File: src/rtl/alu8_pkg.sv
package alu8_pkg;
    localparam int DW  = 8;
    localparam int NIB = DW / 2;
    localparam int OPW = 5;
    localparam int FW  = 6;

    typedef enum logic [OPW-1:0] {
        OP_ADD  = 5'd0,
        OP_ADC  = 5'd1,
        OP_SUB  = 5'd2,
        OP_SBC  = 5'd3,
        OP_CMP  = 5'd4,
        OP_AND  = 5'd5,
        OP_BIT  = 5'd6,
        OP_OR   = 5'd7,
        OP_XOR  = 5'd8,
        OP_CLR  = 5'd9,
        OP_COM  = 5'd10,
        OP_NEG  = 5'd11,
        OP_INC  = 5'd12,
        OP_DEC  = 5'd13,
        OP_ASL  = 5'd14,
        OP_ASR  = 5'd15,
        OP_LSR  = 5'd16,
        OP_ROL  = 5'd17,
        OP_ROR  = 5'd18,
        OP_TST  = 5'd19,
        OP_DAA  = 5'd20,
        OP_PASS = 5'd21
    } alu_op_e;

    // Bit order matches the flag register: H is bit 5, C is bit 0.
    typedef struct packed {
        logic h;
        logic i;
        logic n;
        logic z;
        logic v;
        logic c;
    } flags_t;

    function automatic logic is_add_type(alu_op_e op);
        return (op == OP_ADD) || (op == OP_ADC);
    endfunction

    function automatic logic is_shift(alu_op_e op);
        return (op == OP_ASL) || (op == OP_ASR) || (op == OP_LSR) ||
               (op == OP_ROL) || (op == OP_ROR);
    endfunction

    function automatic logic writes_back(alu_op_e op);
        return (op <= OP_PASS) && (op != OP_CMP) && (op != OP_BIT) && (op != OP_TST);
    endfunction
endpackage

File: src/rtl/alu8_addsub.sv
module alu8_addsub #(
    parameter int W = 8
) (
    input  logic [W-1:0] a,
    input  logic [W-1:0] b,
    input  logic         sub,
    input  logic         cin,
    output logic [W-1:0] sum,
    output logic         carry,
    output logic         half,
    output logic         ovf
);
    localparam int HW = W / 2;

    logic [W-1:0]  b_eff;
    logic          ci;
    logic [W:0]    full;
    logic [HW:0]   low;

    always_comb begin
        b_eff = sub ? ~b : b;
        ci    = sub ? ~cin : cin;
        full  = {1'b0, a} + {1'b0, b_eff} + {{W{1'b0}}, ci};
        low   = {1'b0, a[HW-1:0]} + {1'b0, b_eff[HW-1:0]} + {{HW{1'b0}}, ci};
        sum   = full[W-1:0];
        carry = full[W];
        half  = low[HW];
        ovf   = (a[W-1] == b_eff[W-1]) && (full[W-1] != a[W-1]);
    end
endmodule

File: src/rtl/alu8_shifter.sv
module alu8_shifter
    import alu8_pkg::*;
(
    input  alu_op_e       op,
    input  logic [DW-1:0] a,
    input  logic          cin,
    output logic [DW-1:0] res,
    output logic          cout
);
    always_comb begin
        res  = a;
        cout = cin;
        unique case (op)
            OP_ASL: begin res = {a[DW-2:0], 1'b0};  cout = a[DW-1]; end
            OP_ROL: begin res = {a[DW-2:0], cin};   cout = a[DW-1]; end
            OP_ASR: begin res = {a[DW-1], a[DW-1:1]}; cout = a[0]; end
            OP_LSR: begin res = {1'b0, a[DW-1:1]};  cout = a[0];    end
            OP_ROR: begin res = {cin, a[DW-1:1]};   cout = a[0];    end
            default: ;
        endcase
    end
endmodule

File: src/rtl/alu8_decadj.sv
module alu8_decadj
    import alu8_pkg::*;
(
    input  logic [DW-1:0] a,
    input  logic          h,
    input  logic          cin,
    output logic [DW-1:0] res,
    output logic          cout
);
    logic [NIB-1:0] lo_dig, hi_dig;
    logic           fix_lo, fix_hi;

    always_comb begin
        lo_dig = a[NIB-1:0];
        hi_dig = a[DW-1:NIB];
        fix_lo = (lo_dig > NIB'(9)) || h;
        fix_hi = (hi_dig > NIB'(9)) || cin || ((hi_dig > NIB'(8)) && (lo_dig > NIB'(9)));
        res    = a + {(fix_hi ? NIB'(6) : NIB'(0)), (fix_lo ? NIB'(6) : NIB'(0))};
        cout   = cin | fix_hi;
    end
endmodule

File: src/rtl/alu8_core.sv
module alu8_core
    import alu8_pkg::*;
(
    input  logic [OPW-1:0] op_sel,
    input  logic [DW-1:0]  opa,
    input  logic [DW-1:0]  opm,
    input  logic [FW-1:0]  flags_in,
    output logic [DW-1:0]  result,
    output logic           wr_en,
    output logic [FW-1:0]  flags_out
);
    alu_op_e       op;
    flags_t        fi, fo;
    logic [DW-1:0] as_a, as_b, as_sum, sh_res, da_res, res;
    logic          as_sub, as_cin, as_carry, as_half, as_ovf;
    logic          sh_c, da_c;

    assign op = alu_op_e'(op_sel);
    assign fi = flags_t'(flags_in);

    // Operand steering for the shared adder/subtractor.
    always_comb begin
        as_a   = opa;
        as_b   = opm;
        as_sub = 1'b0;
        as_cin = 1'b0;
        case (op)
            OP_ADC:         as_cin = fi.c;
            OP_SUB, OP_CMP: as_sub = 1'b1;
            OP_SBC:         begin as_sub = 1'b1; as_cin = fi.c; end
            OP_NEG:         begin as_a = '0; as_b = opa; as_sub = 1'b1; end
            OP_INC:         as_b = DW'(1);
            OP_DEC:         begin as_b = DW'(1); as_sub = 1'b1; end
            default: ;
        endcase
    end

    alu8_addsub #(.W(DW)) u_addsub (
        .a(as_a), .b(as_b), .sub(as_sub), .cin(as_cin),
        .sum(as_sum), .carry(as_carry), .half(as_half), .ovf(as_ovf)
    );

    alu8_shifter u_shift (.op(op), .a(opa), .cin(fi.c), .res(sh_res), .cout(sh_c));

    alu8_decadj u_daa (.a(opa), .h(fi.h), .cin(fi.c), .res(da_res), .cout(da_c));

    // Per-operation flag policy; untouched flags keep their input value.
    always_comb begin
        fo  = fi;
        res = opa;
        case (op)
            OP_ADD, OP_ADC: begin
                res = as_sum; fo.h = as_half; fo.c = as_carry; fo.v = as_ovf;
            end
            OP_SUB, OP_SBC, OP_CMP, OP_NEG: begin
                res = as_sum; fo.c = ~as_carry; fo.v = as_ovf;
            end
            OP_INC, OP_DEC: begin res = as_sum; fo.v = as_ovf; end
            OP_AND, OP_BIT: begin res = opa & opm; fo.v = 1'b0; end
            OP_OR:          begin res = opa | opm; fo.v = 1'b0; end
            OP_XOR:         begin res = opa ^ opm; fo.v = 1'b0; end
            OP_PASS:        begin res = opm;       fo.v = 1'b0; end
            OP_CLR:         begin res = '0; fo.v = 1'b0; fo.c = 1'b0; end
            OP_COM:         begin res = ~opa; fo.v = 1'b0; fo.c = 1'b1; end
            OP_TST:         begin res = opa; fo.v = 1'b0; fo.c = 1'b0; end
            OP_DAA:         begin res = da_res; fo.c = da_c; end
            OP_ASL, OP_ASR, OP_LSR, OP_ROL, OP_ROR: begin
                res = sh_res; fo.c = sh_c; fo.v = sh_res[DW-1] ^ sh_c;
            end
            default: ;
        endcase
        fo.n = res[DW-1];
        fo.z = (res == '0);
    end

    assign result    = res;
    assign flags_out = fo;
    assign wr_en     = writes_back(op);

    // Invariants checked against the outputs on every evaluation.
    always_comb begin
        if (!is_add_type(op))
            assert_h_kept_R1: assert (flags_out[5] == flags_in[5]);
        assert_i_pass_R1: assert (flags_out[4] == flags_in[4]);
        if (is_shift(op))
            assert_shift_v_R9: assert (flags_out[1] == (flags_out[3] ^ flags_out[0]));
        if (op == OP_NEG)
            assert_neg_carry_R7: assert (flags_out[0] == (result != '0));
        if (op == OP_CLR)
            assert_clr_zero_R5: assert (result == '0 && flags_out[0] == 1'b0);
        if (op == OP_INC || op == OP_DEC)
            assert_incdec_c_R8: assert (flags_out[0] == flags_in[0]);
        if (op == OP_DAA && flags_in[0])
            assert_daa_sticky_R12: assert (flags_out[0]);
    end
endmodule

File: config.mk
export PLATFORM = sky130hd
export DESIGN_NAME = alu8_core
export DESIGN_NICKNAME = d
export VERILOG_FILES = /design/src/rtl/alu8_pkg.sv /design/src/rtl/alu8_addsub.sv /design/src/rtl/alu8_shifter.sv /design/src/rtl/alu8_decadj.sv /design/src/rtl/alu8_core.sv
export SDC_FILE = /design/constraint.sdc
export NUM_CORES = 1
export LEC_CHECK = 0
export BUFFER_PORTS_ARGS = -buffer_cell sky130_fd_sc_hd__buf_2
export CORE_ASPECT_RATIO = 0.6
export CORE_UTILIZATION = 40
export DETAILED_ROUTE_END_ITERATION = 16
export PLACE_DENSITY = 0.65
export SLEW_MARGIN = 0
export SYNTH_ARGS = -nofsm -noshare
export SYNTH_HDL_FRONTEND = slang
export SYNTH_SLANG_ARGS = --single-unit
File: constraint.sdc
create_clock -name vclk -period 6.4
set_clock_uncertainty 0.1 [all_clocks]
set_input_delay 0.64 -clock vclk [all_inputs]
set_output_delay 0.64 -clock vclk [all_outputs]
set_load 0.01 [all_outputs]
==> impl_metrics.ini <==
[run_status]
status = complete, no violations

[sta]
max_freq_mhz = 172
period_minus_slack_ns = 5.80
slew_viol_final = 0
finalCritPeriodShare_pct = 90.7
fin_tns_setup_ns = 0
setup_viol = 0
relSlewSlack_pct = 14.4
rsz0062_at_grt = false
max_slew.worst_pin.slew_ns = 1.27
fin_ws_ns = 0.598
final-hold-violation-count = 0
holdWs_ns = 1.18

[placed_design]
pre_cts_slack_ns = 0.720
post-dp-hpwl_um = 5270
port_buffers = 38
dpl-instance-area_um2 = 2160
place.gp.congestion = 0.907

[cells_and_area]
drive_gt1_share_pct = 16.8
regArea_um2 = 0
n_clock_buffer = 0
antenna_cells = 0
seq_cells = 0
final_nets = 363
area_growth_pct = 8.90
final_cell_area_um2 = 2160

[drt]
first_pass_iters = 5
vias = 2324
wirelength_um = 6670
route.detailed.drc = 0
routedWlPerCell_um = 18.2
drt-vias-per-instance = 6.33
drtIter0Drc = 268
antenna_left = 0

[hold_path]
holdPathStages = 0
min_to = flags_out[4]
holdCritPathClass = in -> out
worstHoldStart = flags_in[4]

[synth]
yosys_warnings = 0
synth_seq_area_share_pct = 0
syn_nets = 340
yosysUniqueCellTypes = 65
synth_area_per_cell_um2 = 7.01
syn-instance-count = 283
synthesis.area_um2 = 1980

[setup_path]
path_cells = buf_2, clkinv_1, mux2i_1, nand3b_1, a22oi_1, xnor2_1, fa_1, fa_1, nand3_1, a21oi_1, nor3_1, nor3_1, o32a_1, or4_1, nor4_2, buf_2
cp-end-kind = primary output
slowest_stage = or4_1
worstPathRequired_ns = 5.66
setup.worst_path.class = in -> out
critPathBufInv = 3
worstPathMaxFanout = 24
critPathTopFamily = simple AND/OR/NAND/NOR gates
critPathLaunchType = input port
cp_data_arrival_time_ns = 5.06
max_stage_delay_ns = 0.56

[floorplan]
fp.dieH_um = 56.5
ios = 42
dieArea_um2 = 5250
std_cell_rows = 19
start_util_pct = 42.6
die_x_um = 92.9
core_um2 = 4660

[grt]
grt_pass1_vias = 1927
grt_first_pass_wirelength_um = 10400
grt_usage_pct = 25.1
antenna_found_initial = 0
overflow = 0
grt_max_degree = 27

[clock_tree]
ctsHoldBuffers = 0
post_cts_buffers = 0
cts.repair.resized = 0

[power_and_ir_drop]
irDropWorstVdd_v = 0.0000452
power_density_nw_per_um2 = 93.1
power_leakage_nw = 0.983
finalPower_w = 0.000201

[job]
cap_violations = 0
==> stage by stage <==
| step | utilization (%) | cells |
|---|---|---|
| 2_1_floorplan | - | 283 |
| 3_3_place_gp | 46.3 | 367 |
| 3_5_place_dp | 46.3 | 367 |
| 4_1_cts | 46.3 | 367 |
| 5_1_grt | 46.3 | 367 |
| 6_report | 46.3 | 367 |
==> worst max path at each step <==
stage,startpoint,to,slack [ns],cells past startpoint
6_report,op_sel[2],flags_out[2],0.60,16
2_1_floorplan,op_sel[1],flags_out[2],1.17,15
3_3_place_gp,op_sel[2],flags_out[2],0.83,16
3_5_place_dp,op_sel[2],flags_out[2],0.72,16
4_1_cts,op_sel[2],flags_out[2],0.71,16
5_1_grt,op_sel[2],flags_out[2],0.25,16
==> per-layer routing <==
metal | global-route usage, % | up-vias | routed length (um)
li1 | - | 1112 | -
met3 | 3.39 | 0 | 886
met1 | 42.1 | 1068 | 3230
met4 | 0.220 | 0 | 0
met5 | 0 | - | 0
met2 | 34.5 | 144 | 2560
==> layout make-up <==
class	instances	area, um2
Fill cell	513	2500
Inverter	21	78.8
Multi-Input combinational cell	244	1800
Tap cell	63	78.8
Timing Repair Buffer	39	198
==> cells in the mapped netlist (4+ instances only) <==
library cell,instances,share of area [%]
nor2_1,22,4.2
buf_2,4,1.0
nand2_1,28,5.3
a211oi_1,4,1.5
o21ai_0,12,3.0
o21a_1,4,1.5
mux2i_1,4,2.0
inv_1,20,3.8
ha_1,27,17
nor3_1,7,1.8
a21oi_1,14,3.5
a31oi_1,5,1.6
nand3_1,9,2.3
xnor2_1,9,4.0
xor2_1,9,4.0
a22oi_1,19,7.2
clkbuf_1,6,1.1
==> power by group <==
part	leakage, nW	switching, W	internal (W)	total (W)
combinational	0.983	0.000119	0.0000821	0.000201
clock	0	0	0	0
sequential	0	0	0	0
==> cell usage in the layout (no fill, tap or decap), drive strengths merged, types with 3 or more instances in the layout <==
cell type | synthesis | routed
buf | 12 | 39
nand2 | 28 | 28
ha | 27 | 27
nor2 | 22 | 22
inv | 20 | 20
a22oi | 19 | 19
a21oi | 14 | 14
o21ai | 13 | 13
xor2 | 9 | 9
xnor2 | 9 | 9
nand3 | 9 | 9
nor3 | 7 | 7
a31oi | 5 | 5
a211oi | 4 | 4
mux2i | 4 | 4
o21a | 4 | 4
nor4 | 4 | 4
o32a | 3 | 3
nand2b | 3 | 3
o22ai | 3 | 3
a32oi | 3 | 3
a21o | 3 | 3
fa | 3 | 3
==> cells by family (layout without fill, tap and decap cells) <==
logic type	after synthesis	count (layout)	share of synthesized area, %
AOI/OAI and AO/OA	97	97	35.5
xor gates and xnor gates	18	18	7.95
adders and majority gates	30	30	20.1
buffers and inverters	39	60	9.34
muxes	5	5	2.59
and+or+nand+nor	94	94	24.6
No activity file was read; power rests on OpenSTA's default activity.
